## config.mk

```make
export PLATFORM = sky130hd
export DESIGN_NAME = fcipher_core
export DESIGN_NICKNAME = d
export VERILOG_FILES = /design/src/rtl/fcipher_pkg.sv /design/src/rtl/fcipher_sbox.sv /design/src/rtl/fcipher_ffunc.sv /design/src/rtl/fcipher_ctrl.sv /design/src/rtl/fcipher_core.sv
export SDC_FILE = /design/constraint.sdc
export NUM_CORES = 1
export LEC_CHECK = 0
export BUFFER_PORTS_ARGS = -buffer_cell sky130_fd_sc_hd__buf_2
export CAP_MARGIN = 25
export CORE_UTILIZATION = 40
export CTS_CLUSTER_SIZE = 20
export DETAILED_ROUTE_END_ITERATION = 12
export PLACE_DENSITY = 0.7
export SLEW_MARGIN = 15
export SYNTH_ARGS = -nofsm -noshare
export SYNTH_HDL_FRONTEND = slang
export SYNTH_SLANG_ARGS = --single-unit
```

## constraint.sdc

```tcl
create_clock -name clk -period 6 [get_ports clk]
set_clock_uncertainty 0.1 [all_clocks]
set_input_delay 0.9 -clock clk [delete_from_list [all_inputs] [get_ports clk]]
set_output_delay 0.9 -clock clk [all_outputs]
set_load 0.02 [all_outputs]
```

## src/rtl/fcipher_pkg.sv

```systemverilog
package fcipher_pkg;

  localparam int BLK_W  = 64;
  localparam int HALF_W = 32;
  localparam int EXP_W  = 48;
  localparam int N_SBOX = 8;

  // Source bit (1-based, 1 = MSB) for each output bit of the initial permutation.
  localparam logic [6:0] IP_SRC [64] = '{
    7'd58, 7'd50, 7'd42, 7'd34, 7'd26, 7'd18, 7'd10, 7'd2,
    7'd60, 7'd52, 7'd44, 7'd36, 7'd28, 7'd20, 7'd12, 7'd4,
    7'd62, 7'd54, 7'd46, 7'd38, 7'd30, 7'd22, 7'd14, 7'd6,
    7'd64, 7'd56, 7'd48, 7'd40, 7'd32, 7'd24, 7'd16, 7'd8,
    7'd57, 7'd49, 7'd41, 7'd33, 7'd25, 7'd17, 7'd9,  7'd1,
    7'd59, 7'd51, 7'd43, 7'd35, 7'd27, 7'd19, 7'd11, 7'd3,
    7'd61, 7'd53, 7'd45, 7'd37, 7'd29, 7'd21, 7'd13, 7'd5,
    7'd63, 7'd55, 7'd47, 7'd39, 7'd31, 7'd23, 7'd15, 7'd7
  };

  // Source bit (1-based) for each output bit of the 32-bit round permutation.
  localparam logic [5:0] PB_SRC [32] = '{
    6'd16, 6'd7,  6'd20, 6'd21, 6'd29, 6'd12, 6'd28, 6'd17,
    6'd1,  6'd15, 6'd23, 6'd26, 6'd5,  6'd18, 6'd31, 6'd10,
    6'd2,  6'd8,  6'd24, 6'd14, 6'd32, 6'd27, 6'd3,  6'd9,
    6'd19, 6'd13, 6'd30, 6'd6,  6'd22, 6'd11, 6'd4,  6'd25
  };

  // Substitution tables, entry (row*16 + col) in nibble order from the MSB.
  localparam logic [255:0] SBOX_ROM [N_SBOX] = '{
    256'hE4D12FB83A6C5907_0F74E2D1A6CB9538_41E8D62BFC973A50_FC8249175B3EA06D,
    256'hF18E6B34972DC05A_3D47F28EC01A69B5_0E7BA4D158C6932F_D8A13F42B67C05E9,
    256'hA09E63F51DC7B428_D709346A285ECBF1_D6498F30B12C5AE7_1AD069874FE3B52C,
    256'h7DE3069A1285BC4F_D8B56F03472C1AE9_A690CB7DF13E5284_3F06A1D8945BC72E,
    256'h2C417AB6853FD0E9_EB2C47D150FA3986_421BAD78F9C5630E_B8C71E2D6F09A453,
    256'hC1AF92680D34E75B_AF427C9561DE0B38_9EF528C3704A1DB6_432C95FABE17608D,
    256'h4B2EF08D3C975A61_D0B7491AE35C2F86_14BDC37EAF680592_6BD814A7950FE23C,
    256'hD2846FB1A93E50C7_1FD8A374C56B0E92_7B419CE206ADF358_21E74A8DFC90356B
  };

  function automatic logic [BLK_W-1:0] init_perm(input logic [BLK_W-1:0] d);
    logic [BLK_W-1:0] r;
    r = '0;
    for (int i = 0; i < BLK_W; i++) begin
      r[6'(63 - i)] = d[6'(64 - int'(IP_SRC[i]))];
    end
    return r;
  endfunction

  // Inverse of the initial permutation, derived from the same table.
  function automatic logic [BLK_W-1:0] final_perm(input logic [BLK_W-1:0] d);
    logic [BLK_W-1:0] r;
    r = '0;
    for (int i = 0; i < BLK_W; i++) begin
      r[6'(64 - int'(IP_SRC[i]))] = d[6'(63 - i)];
    end
    return r;
  endfunction

  // 32 -> 48 widening: group g takes source bits 4g .. 4g+5 (1-based, wrapping).
  function automatic logic [EXP_W-1:0] widen(input logic [HALF_W-1:0] d);
    logic [EXP_W-1:0] r;
    int src;
    r = '0;
    for (int g = 0; g < N_SBOX; g++) begin
      for (int j = 0; j < 6; j++) begin
        src = ((4 * g + j + 31) % 32) + 1;
        r[6'(47 - (6 * g + j))] = d[5'(32 - src)];
      end
    end
    return r;
  endfunction

  function automatic logic [HALF_W-1:0] round_perm(input logic [HALF_W-1:0] d);
    logic [HALF_W-1:0] r;
    r = '0;
    for (int i = 0; i < HALF_W; i++) begin
      r[5'(31 - i)] = d[5'(32 - int'(PB_SRC[i]))];
    end
    return r;
  endfunction

endpackage

```

## src/rtl/fcipher_sbox.sv

```systemverilog
module fcipher_sbox
  import fcipher_pkg::*;
#(
  parameter int unsigned IDX = 0
) (
  input  logic [5:0] six_i,
  output logic [3:0] nib_o
);

  localparam logic [255:0] ROM = SBOX_ROM[IDX];

  logic [5:0]   entry;
  logic [255:0] shifted;

  // Row from the outer bits, column from the inner four.
  assign entry   = {six_i[5], six_i[0], six_i[4:1]};
  assign shifted = ROM << (4 * entry);
  assign nib_o   = shifted[255:252];

endmodule

```

## src/rtl/fcipher_ffunc.sv

```systemverilog
module fcipher_ffunc
  import fcipher_pkg::*;
(
  input  logic [HALF_W-1:0] half_i,
  input  logic [EXP_W-1:0]  key_i,
  output logic [HALF_W-1:0] f_o
);

  logic [EXP_W-1:0]  mixed;
  logic [HALF_W-1:0] subst;

  assign mixed = widen(half_i) ^ key_i;

  for (genvar g = 0; g < N_SBOX; g++) begin : g_sbox
    fcipher_sbox #(.IDX(g)) u_sbox (
      .six_i (mixed[EXP_W-1-6*g -: 6]),
      .nib_o (subst[HALF_W-1-4*g -: 4])
    );
  end

  assign f_o = round_perm(subst);

endmodule

```

## src/rtl/fcipher_ctrl.sv

```systemverilog
module fcipher_ctrl #(
  parameter int ROUNDS = 16,
  localparam int CNT_W = $clog2(ROUNDS)
) (
  input  logic             clk,
  input  logic             rst_n,
  input  logic             in_valid,
  output logic             accept_o,
  output logic             step_o,
  output logic             finish_o,
  output logic             busy_o,
  output logic             done_o,
  output logic [CNT_W-1:0] cnt_o
);

  localparam logic [CNT_W-1:0] LAST = CNT_W'(ROUNDS - 1);

  logic             busy_q, done_q;
  logic [CNT_W-1:0] cnt_q;

  assign accept_o = in_valid && !busy_q;
  assign step_o   = busy_q;
  assign finish_o = busy_q && (cnt_q == LAST);
  assign busy_o   = busy_q;
  assign done_o   = done_q;
  assign cnt_o    = cnt_q;

  always_ff @(posedge clk or negedge rst_n) begin
    if (!rst_n) begin
      busy_q <= 1'b0;
      done_q <= 1'b0;
      cnt_q  <= '0;
    end else begin
      done_q <= finish_o;
      if (accept_o) begin
        busy_q <= 1'b1;
        cnt_q  <= '0;
      end else if (busy_q) begin
        if (cnt_q == LAST) begin
          busy_q <= 1'b0;
          cnt_q  <= '0;
        end else begin
          cnt_q <= cnt_q + 1'b1;
        end
      end
    end
  end

  AST_ACCEPT_BUSY: assert property (@(posedge clk) disable iff (!rst_n)
    (in_valid && !busy_q) |=> (busy_q && cnt_q == '0)) else $error("accept");

  AST_ROUND_STEP: assert property (@(posedge clk) disable iff (!rst_n)
    (busy_q && cnt_q != LAST) |=> (busy_q && cnt_q == $past(cnt_q) + 1'b1)) else $error("step");

  AST_FINISH_DONE: assert property (@(posedge clk) disable iff (!rst_n)
    (busy_q && cnt_q == LAST) |=> (done_q && !busy_q)) else $error("finish");

  AST_DONE_SINGLE: assert property (@(posedge clk) disable iff (!rst_n)
    done_q |=> !done_q) else $error("done width");

  AST_NO_RESTART: assert property (@(posedge clk) disable iff (!rst_n)
    (busy_q && in_valid && cnt_q != LAST) |=> (cnt_q != '0)) else $error("restart");

endmodule

```

## src/rtl/fcipher_core.sv

```systemverilog
module fcipher_core
  import fcipher_pkg::*;
#(
  parameter int ROUNDS = 16,
  localparam int CNT_W = $clog2(ROUNDS)
) (
  input  logic             clk,
  input  logic             rst_n,
  input  logic             in_valid,
  output logic             in_ready,
  input  logic [63:0]      in_block,
  input  logic [47:0]      subkey_i,
  output logic [CNT_W-1:0] round_idx,
  output logic             busy,
  output logic             done,
  output logic [63:0]      out_block
);

  logic              accept, step, finish;
  logic [HALF_W-1:0] l_q, r_q, f_val, r_next;
  logic [BLK_W-1:0]  out_q;

  fcipher_ctrl #(.ROUNDS(ROUNDS)) u_ctrl (
    .clk      (clk),
    .rst_n    (rst_n),
    .in_valid (in_valid),
    .accept_o (accept),
    .step_o   (step),
    .finish_o (finish),
    .busy_o   (busy),
    .done_o   (done),
    .cnt_o    (round_idx)
  );

  fcipher_ffunc u_ffunc (
    .half_i (r_q),
    .key_i  (subkey_i),
    .f_o    (f_val)
  );

  assign r_next = l_q ^ f_val;

  always_ff @(posedge clk or negedge rst_n) begin
    if (!rst_n) begin
      l_q   <= '0;
      r_q   <= '0;
      out_q <= '0;
    end else if (accept) begin
      {l_q, r_q} <= init_perm(in_block);
    end else if (step) begin
      l_q <= r_q;
      r_q <= r_next;
      if (finish) begin
        // Halves enter the inverse permutation right-first: no closing swap.
        out_q <= final_perm({r_next, r_q});
      end
    end
  end

  assign in_ready  = !busy;
  assign out_block = out_q;

  AST_READY_IDLE: assert property (@(posedge clk) disable iff (!rst_n)
    done |-> in_ready) else $error("ready at done");

  AST_OUT_HOLD: assert property (@(posedge clk) disable iff (!rst_n)
    !busy |=> $stable(out_block)) else $error("out moved");

  AST_OUT_ONLY_AT_DONE: assert property (@(posedge clk) disable iff (!rst_n)
    !$stable(out_block) |-> done) else $error("out change");

endmodule

```

==> flow_summary.json, run 1 <==
{
  "crit_path_cell_trace": "buf_4 -> inv_1 -> buf_2",
  "synth_top_family_by_area": "simple AND/OR/NAND/NOR gates",
  "p_int_mw": 1.17,
  "grt_max_degree": 58,
  "switching_share": 0.420,
  "synthAdderAreaFrac": 0.0633,
  "max-slew-margin-rel": 0.370,
  "synthArstFlopShare": 1.00,
  "grt_pass1_vias": 2966,
  "area_growth_pct": 10.9,
  "synth_compound_area_frac": 0.127,
  "routedWlPerCell_um": 13.0,
  "antenna_found_initial": 0,
  "clock-root-buffer": "clkbuf_8",
  "share_seq_of_total_power": 0.340,
  "path_class": "flop to primary output",
  "arrival_ns": 2.34,
  "ys.flop_type": "dfrtp_1",
  "critPathRequiredTime_ns": 5.00,
  "worstSetupStartpointType": "flop",
  "rsz0062_at_grt": "false",
  "drive_gt1_frac": 0.193,
  "run_status": "finished, final reports clean",
  "wirelength_mm": 8.16,
  "place_congestion": 0.775,
  "synth_xor_xnor_area_share": 0.0741,
  "p_leak_nw": 2.23,
  "hold_buffers": 0,
  "worst_slack_ns": 2.66,
  "port-buffer-count": 63,
  "synth_area_um2": 3950,
  "yosys_warnings": 0,
  "grt_pass1_wl_mm": 13.7,
  "die_x_um": 101,
  "h-tree-depth": 3,
  "worst_path_max_delay_cell": "dfrtp_1",
  "ys_ff_latch": 57,
  "power_density_nw_per_um2": 461,
  "fmax_ghz": 0.300,
  "worstPathMaxFanout": 30,
  "drc": 0,
  "synth_mux_area_frac": 0.0934,
  "clock-sinks": 57,
  "drtAntennaViolNets": 0,
  "hpwl_mm": 5.75,
  "grtUsageTotal": 0.171,
  "fp.dieH_um": 101,
  "cts_setup_buffers": 0,
  "power_frac_comb": 0.476,
  "die_area_um2": 10300,
  "netSwitchingPower_uw": 847,
  "synth-simple-area-share": 0.150,
  "whs_path_depth": 2,
  "yosys.cell_types.count": 57,
  "via_per_inst": 4.95,
  "power_frac_clock": 0.184,
  "cts_tree": "yes",
  "nets": 628,
  "drv_slew": 0,
  "core_um2": 9420,
  "drt_iter0_markers": 233,
  "slowest_delay_ns": 0.87,
  "start_util": 0.420,
  "min_path_type": "flop to flop",
  "drtPass1Iterations": 5,
  "grt-ovfl-total": 0,
  "tns_ns": 0,
  "hold_viol": 0,
  "ir_drop_uv": 248,
  "cts_buffers": 9,
  "rr_worst_depth": 8,
  "yosysSeqAreaShare": 0.361,
  "diodes": 0,
  "drv_cap": 0,
  "vias": 3106,
  "mostFrequentLayoutCells": "nand2_1, buf_2, dfrtp_1",
  "period_minus_slack_ns": 3.34,
  "dp_slack_ns": 2.48,
  "crit_path_end_kind": "primary output",
  "rows": 35,
  "clkLatencyLatePin_ns": 0.33,
  "ctsLongestPathBuffers": 2,
  "setup_viol": 0,
  "netlist_instances": 437,
  "finalCritPeriodShare": 0.556,
  "design.portCount": 186,
  "final_common_cell": "nand2_1",
  "worst_pin_slew_ns": 0.939,
  "clk_pin_slew_ns": 0.06,
  "syn_area_per_cell_um2": 9.05,
  "ctsResizeCount": 0,
  "synth_edf_count": 0
}
## through the flow
stage | util | instances | power [mW] | area, um^2 | hold WS [ns]
2_1_floorplan | - | 484 | 1.45 | 4130 | 0.350
3_3_place_gp | 0.443 | 611 | 1.61 | 4180 | 0.356
3_5_place_dp | 0.443 | 611 | 1.66 | 4180 | 0.357
4_1_cts | 0.466 | 627 | 2.03 | 4380 | 0.377
5_1_grt | 0.466 | 627 | 2.19 | 4380 | 0.398
6_report | 0.466 | 627 | 2.02 | 4380 | 0.374
## power by group through the flow
stage / sequential (mW) / combinational (mW) / clock (mW)
2_1_floorplan: 0.700 / 0.754 / 0
3_3_place_gp: 0.686 / 0.921 / 0
3_5_place_dp: 0.692 / 0.963 / 0
4_1_cts: 0.689 / 0.967 / 0.377
5_1_grt: 0.708 / 1.08 / 0.396
6_report: 0.687 / 0.962 / 0.371
## flip-flops by register name, indices dropped and copies added, names as in the netlist
register,count
l_q,15
out_block,16
r_q,20
u_ctrl.busy_o,1
u_ctrl.cnt_o,4
u_ctrl.done_o,1
## worst paths after layout
| check | startpoint | endpoint | slack (ns) |
|---|---|---|---|
| max | u_ctrl.busy_o | in_ready | 2.66 |
| min | out_block[29] | out_block[29] | 0.37 |
| max reg2reg | r_q[5] | r_q[10] | 3.06 |
| min reg2reg | out_block[29] | out_block[29] | 0.37 |
| max in group asynchronous | rst_n | r_q[10] | 4.75 |
| min in group asynchronous | rst_n | out_block[11] | 0.58 |
## cell usage after synthesis, types with 9 or more instances
| master | instances | area share |
|---|---|---|
| inv_1 | 16 | 0.015 |
| xnor2_1 | 9 | 0.020 |
| buf_4 | 48 | 0.091 |
| o21ai_0 | 30 | 0.038 |
| clkbuf_1 | 13 | 0.012 |
| xor2_1 | 12 | 0.027 |
| ha_1 | 20 | 0.063 |
| nor2_1 | 16 | 0.015 |
| mux2i_1 | 23 | 0.058 |
| nand2_1 | 97 | 0.092 |
| nor3_1 | 9 | 0.011 |
| dfrtp_1 | 57 | 0.36 |
## kinds of logic (layout without fill, tap and decap cells)
kind of cell,after synthesis,after routing
and+or+nand+nor,141,141
muxes,31,31
adders and majority gates,20,20
DFF,57,57
AOI/OAI and AO/OA,75,75
buffers and inverters,85,99
other,1,48
xor gates and xnor gates,27,27
## worst max-delay path: cells and delay by family (launching register included)
| kind | cells | cell delay (ns) |
|---|---|---|
| flip-flops | 1 | 0.87 |
| buffers and inverters | 3 | 1.11 |
## layout make-up
class | instances | area [um^2]
sequential | 57 | 1430
fill | 922 | 5030
clock buffer | 14 | 173
clock inverter | 2 | 35.0
timing repair buffer | 66 | 338
tap | 129 | 161
multi-input combinational | 342 | 2190
inverter | 17 | 63.8
## layer usage
layer,vias up,GRT usage,share of wire
li1,1498,-,-
met1,1473,0.212,0.44
met2,120,0.286,0.49
met3,15,0.0476,0.061
met4,0,0.0635,0.018
met5,-,0,0
Power figures use the tool's default switching activity.
==> run 2, diff against run 1 <==
Clock period 6 ns to 3.4 ns, I/O delays scaled along.
==> run 2 against run 1 <==
  * Combinational power is 79% higher
  * Routed wire length is 0.61% higher
  * Global-route usage is 0.24 points lower
  * Via count is 1.4% lower
  * Die area stayed put
  * Sequential cell count stayed put
  * Sequential share of layout area is 0.14 points higher
  * Clock-buffer cell count is 1 lower
  * Final cell count is 0.32% higher
  * Core utilization is 0.20 points lower
  * Critical path depth is 5 higher
  * Non-clock buffer count is 2 higher
  * Largest cell class unchanged
==> flow_summary.json, run 2 (same netlist as run 1, synthesis figures left out) <==
{
  "run_status": "finished, final reports clean",
  "die_x_um": 101,
  "vias": 3061,
  "max-slew-margin-rel": 0.496,
  "area_growth_pct": 10.4,
  "drv_cap": 0,
  "core_um2": 9420,
  "final_common_cell": "nand2_1",
  "cts_setup_buffers": 0,
  "power_density_nw_per_um2": 796,
  "port-buffer-count": 63,
  "clk_pin_slew_ns": 0.07,
  "drtPass1Iterations": 4,
  "reg2reg_setup_slack_ns": 0.70,
  "fp.dieH_um": 101,
  "setup_viol": 0,
  "min_path_type": "input pin to asynchronous set/reset pin",
  "design.portCount": 186,
  "drtAntennaViolNets": 0,
  "drc": 0,
  "cts_tree": "yes",
  "grt-ovfl-total": 0,
  "cts_buffers": 9,
  "grt_pass1_wl_mm": 13.6,
  "crit_path_end_kind": "flop",
  "hpwl_mm": 5.93,
  "worstPathMaxFanout": 9,
  "start_util": 0.420,
  "nets": 630,
  "clkLatencyLatePin_ns": 0.32,
  "period_minus_slack_ns": 2.70,
  "clock-root-buffer": "clkbuf_8",
  "h-tree-depth": 3,
  "ctsLongestPathBuffers": 2,
  "antenna_found_initial": 0,
  "fmax_ghz": 0.371,
  "ctsResizeCount": 0,
  "grtUsageTotal": 0.169,
  "fillers": 925,
  "via_per_inst": 4.87,
  "p_leak_nw": 2.22,
  "rows": 35,
  "arrival_ns": 2.80,
  "utilization": 0.464,
  "critPathRequiredTime_ns": 3.51,
  "drive_gt1_frac": 0.196,
  "hold_viol": 0,
  "drt_iter0_markers": 173,
  "worst_pin_slew_ns": 0.757,
  "ir_drop_uv": 369,
  "rr_endpoint": "r_q[10]",
  "worstSetupStartpointType": "flop",
  "wirelength_mm": 8.21,
  "regMostFlops": "r_q",
  "rsz0062_at_grt": "false",
  "clock-sinks": 57,
  "grt_max_degree": 37,
  "rr_worst_depth": 8,
  "die_area_um2": 10300,
  "path_class": "flop to flop",
  "mostFrequentLayoutCells": "nand2_1, buf_2, dfrtp_1",
  "r2r-start": "r_q[4]",
  "largest_register_ffs": 20,
  "diodes": 0,
  "tns_ns": 0,
  "place_congestion": 0.782,
  "routedWlPerCell_um": 13.1,
  "drv_slew": 0,
  "grt_pass1_vias": 2890,
  "hold_buffers": 0,
  "finalCritPeriodShare": 0.793
}
-- run 2: cell type report --
type	instances	area, um^2	area share
sequential	57	1430	0.327
multi-input combinational	342	2190	0.501
timing repair buffer	68	353	0.0808
clock inverter	3	15.0	0.00344
tap	129	161	0.0370
clock buffer	13	159	0.0364
inverter	17	63.8	0.0146
-- run 2: stage by stage --
stage          power, mW  worst slack, ns  area, um^2  hold WS, ns  cells
2_1_floorplan       2.57            0.680        4130        0.114    484
3_3_place_gp        2.85            0.644        4190        0.357    613
3_5_place_dp        2.94            0.579        4190        0.358    613
4_1_cts             3.50            0.698        4360        0.154    629
5_1_grt             3.78            0.534        4360        0.190    629
6_report            3.47            0.704        4360        0.141    629
-- run 2: how the worst max path moves through the flow --
stage / to / slack [ns] / startpoint
after global routing: r_q[10] / 0.53 / r_q[4]
after CTS: r_q[10] / 0.70 / r_q[4]
after global placement: r_q[10] / 0.64 / subkey_i[7]
after floorplan: r_q[10] / 0.68 / subkey_i[8]
after detailed placement: r_q[10] / 0.58 / subkey_i[7]
final: r_q[10] / 0.70 / r_q[4]
-- run 2: report_power, final --
group,switching (mW),internal [mW]
sequential,0.258,0.948
clock,0.249,0.301
combinational,0.984,0.735
total,1.49,1.98
-- run 2: critical path, stage by stage, from the launching register on --
cell and delay [ns]:
dfrtp_1 0.45, xor2_2 0.40, inv_1 0.21, ha_1 0.22, mux2_1 0.29, mux4_2 0.46, nor2_2 0.13, o21ai_1 0.07
a32o_1 0.26
-- run 2: layer usage --
| layer | track usage | up-vias | share of wire | wire [um] |
|---|---|---|---|---|
| met1 | 0.217 | 1449 | 0.45 | 3720 |
| li1 | - | 1503 | - | - |
| met4 | 0.0680 | 0 | 0.0095 | 78 |
| met5 | 0 | - | 0 | 0 |
| met2 | 0.280 | 102 | 0.49 | 4030 |
| met3 | 0.0331 | 7 | 0.047 | 385 |
==> run 3, diff against run 2 <==
Settings changed: PLACE_DENSITY 0.7 to 0.73.
Clock period 3.4 ns to 2.2 ns, I/O delays scaled along.
==> run 3 against run 2 <==
  * The run now ends with setup timing left
  * Worst hold slack gained 0.0095 ns
  * First-iteration DRC count grew 22%
  * Final cell count grew 4.0%
  * Clock power grew 120%
  * Clock-buffer cell count shrank 3
  * Critical path type unchanged
  * Critical endpoint unchanged
  * Largest cell class unchanged
  * Largest power group unchanged
  * Highest routed layer unchanged
==> flow_summary.json, run 3 (same netlist as run 1, synthesis figures left out) <==
{
  "run_status": "complete, but fails checks",
  "violations": "setup timing",
  "top_layer": "met4",
  "diodes": 0,
  "crit_path_cell_trace": "xnor2_4 -> inv_2 -> ha_4 -> mux2_4 -> mux4_2 -> nor2_4 -> o21ai_1 -> a32o_1",
  "rr_endpoint": "r_q[10]",
  "hpwl_mm": 6.50,
  "r2r-start": "r_q[5]",
  "worst_slack_ns": -0.136,
  "fmax_ghz": 0.428,
  "place_congestion": 0.855,
  "drt_iter0_markers": 211,
  "p_leak_nw": 2.39,
  "routedWlPerCell_um": 13.3,
  "largest_register_ffs": 20,
  "drive_gt1_frac": 0.263,
  "antenna_found_initial": 0,
  "regMostFlops": "r_q",
  "path_depth": 8,
  "max-slew-margin-rel": 0.620,
  "dp_slack_ns": -0.234,
  "via_per_inst": 4.85,
  "finalInstanceArea_um2": 4730,
  "nets": 655,
  "cts_buffers": 9,
  "drv_cap": 0,
  "hold_viol": 0,
  "rsz0062_at_grt": "true",
  "wirelength_mm": 8.69,
  "whs_path_depth": 3,
  "grt_max_degree": 42,
  "clkLatencyLatePin_ns": 0.33,
  "wl_met1_mm": 3.91,
  "clk_pin_slew_ns": 0.07,
  "period_minus_slack_ns": 2.34,
  "min_path_type": "input pin to flop",
  "area_growth_pct": 19.6,
  "start_util": 0.420,
  "h-tree-depth": 3,
  "mostFrequentLayoutCells": "nand2_1, buf_2, dfrtp_1",
  "die_area_um2": 10300,
  "grtUsageTotal": 0.179,
  "drv_slew": 0,
  "final_common_cell": "nand2_1",
  "min_to": "r_q[12]",
  "vias": 3169,
  "ir_drop_uv": 641,
  "wl_met2_mm": 4.30,
  "placed_cell_area_um2": 4400,
  "path_class": "flop to flop",
  "finalCritPeriodShare": 1.06,
  "rows": 35,
  "grt_pass1_vias": 3118,
  "min_from": "in_block[27]",
  "slowest_delay_ns": 0.48,
  "clock-sinks": 57,
  "rr_worst_depth": 8,
  "crit_path_end_kind": "flop",
  "ctsLongestPathBuffers": 2,
  "die_x_um": 101,
  "core_um2": 9420,
  "path_buf_inv": 1,
  "reg2reg_setup_slack_ns": -0.14,
  "critPathTopFamily": "multiplexers",
  "critPathRequiredTime_ns": 2.32,
  "drtPass1Iterations": 4,
  "worstPathMaxFanout": 4,
  "grt-ovfl-total": 0,
  "port-buffer-count": 63,
  "clock-root-buffer": "clkbuf_8",
  "design.portCount": 186,
  "grt_pass1_wl_mm": 14.5,
  "worstSetupStartpointType": "flop",
  "whs_ns": 0.151,
  "wl_met3_um": 369,
  "worst_pin_slew_ns": 0.566,
  "setup_viol": 2,
  "drc": 0,
  "power_density_nw_per_um2": 1300,
  "fp.dieH_um": 101,
  "arrival_ns": 2.46,
  "drtAntennaViolNets": 0,
  "worst_path_max_delay_cell": "mux4_2",
  "cts_tree": "yes"
}
==> run 3: changes by cell type in the layout (fill, tap and decap cells not counted), moves of 3 or more <==
cell and change:
buf_4 +21, inv_2 +3, ha_1 -3, inv_1 -3, bufinv_16 +3
==> run 3: how the worst max path moves through the flow <==
stage | start | endpoint | slack (ns)
final | r_q[5] | r_q[10] | -0.14
after global routing | r_q[5] | r_q[10] | -0.24
after CTS | r_q[4] | r_q[0] | -0.14
after detailed placement | subkey_i[7] | r_q[0] | -0.23
after global placement | subkey_i[7] | r_q[10] | -0.20
after floorplan | r_q[5] | r_q[10] | -0.21
==> run 3: repair_timing <==
item | in CTS | in global routing
hold endpoints to repair | 16 | 0
setup endpoints to repair | 2 | 5
pin swaps | 11 | 2
hold buffers | 1 | 0
cloned | 0 | 0
gates resized for setup | 9 | 4
buffers inserted | 3 | 0
==> run 3: tightest hold or removal path: cells and delay by family <==
family | cells | cell delay (ns)
buffers and inverters | 1 | 0.08
multiplexers | 1 | 0.06
AND/OR/NAND/NOR | 1 | 0.08
==> run 3: metal layers <==
layer | vias to the layer above | GRT usage
li1 | 1548 | -
met1 | 1501 | 0.230
met2 | 110 | 0.307
met3 | 10 | 0.0269
met4 | 0 | 0.0624
met5 | - | 0
==> run 3: per-stage QoR <==
| step | util | cells | setup TNS [ns] | total power, mW |
|---|---|---|---|---|
| 2_1_floorplan | - | 484 | -0.289 | 4.03 |
| 3_3_place_gp | 0.468 | 634 | -0.319 | 4.70 |
| 3_5_place_dp | 0.468 | 634 | -0.466 | 4.85 |
| 4_1_cts | 0.500 | 654 | -0.273 | 6.14 |
| 5_1_grt | 0.502 | 654 | -0.425 | 6.59 |
| 6_report | 0.502 | 654 | -0.242 | 6.13 |
==> run 3: cell type report <==
type | count | area, um^2
timing repair buffer | 93 | 563
multi-input combinational | 342 | 2270
clock buffer | 10 | 138
clock inverter | 6 | 105
fill | 871 | 4690
tap | 129 | 161
inverter | 17 | 63.8
sequential | 57 | 1430
==> run 3: where the power goes <==
group          internal (mW)  switching (mW)  total [mW]
sequential              1.47           0.373        1.84
clock                  0.777           0.413        1.19
combinational           1.41            1.69        3.10
total                   3.66            2.47        6.13
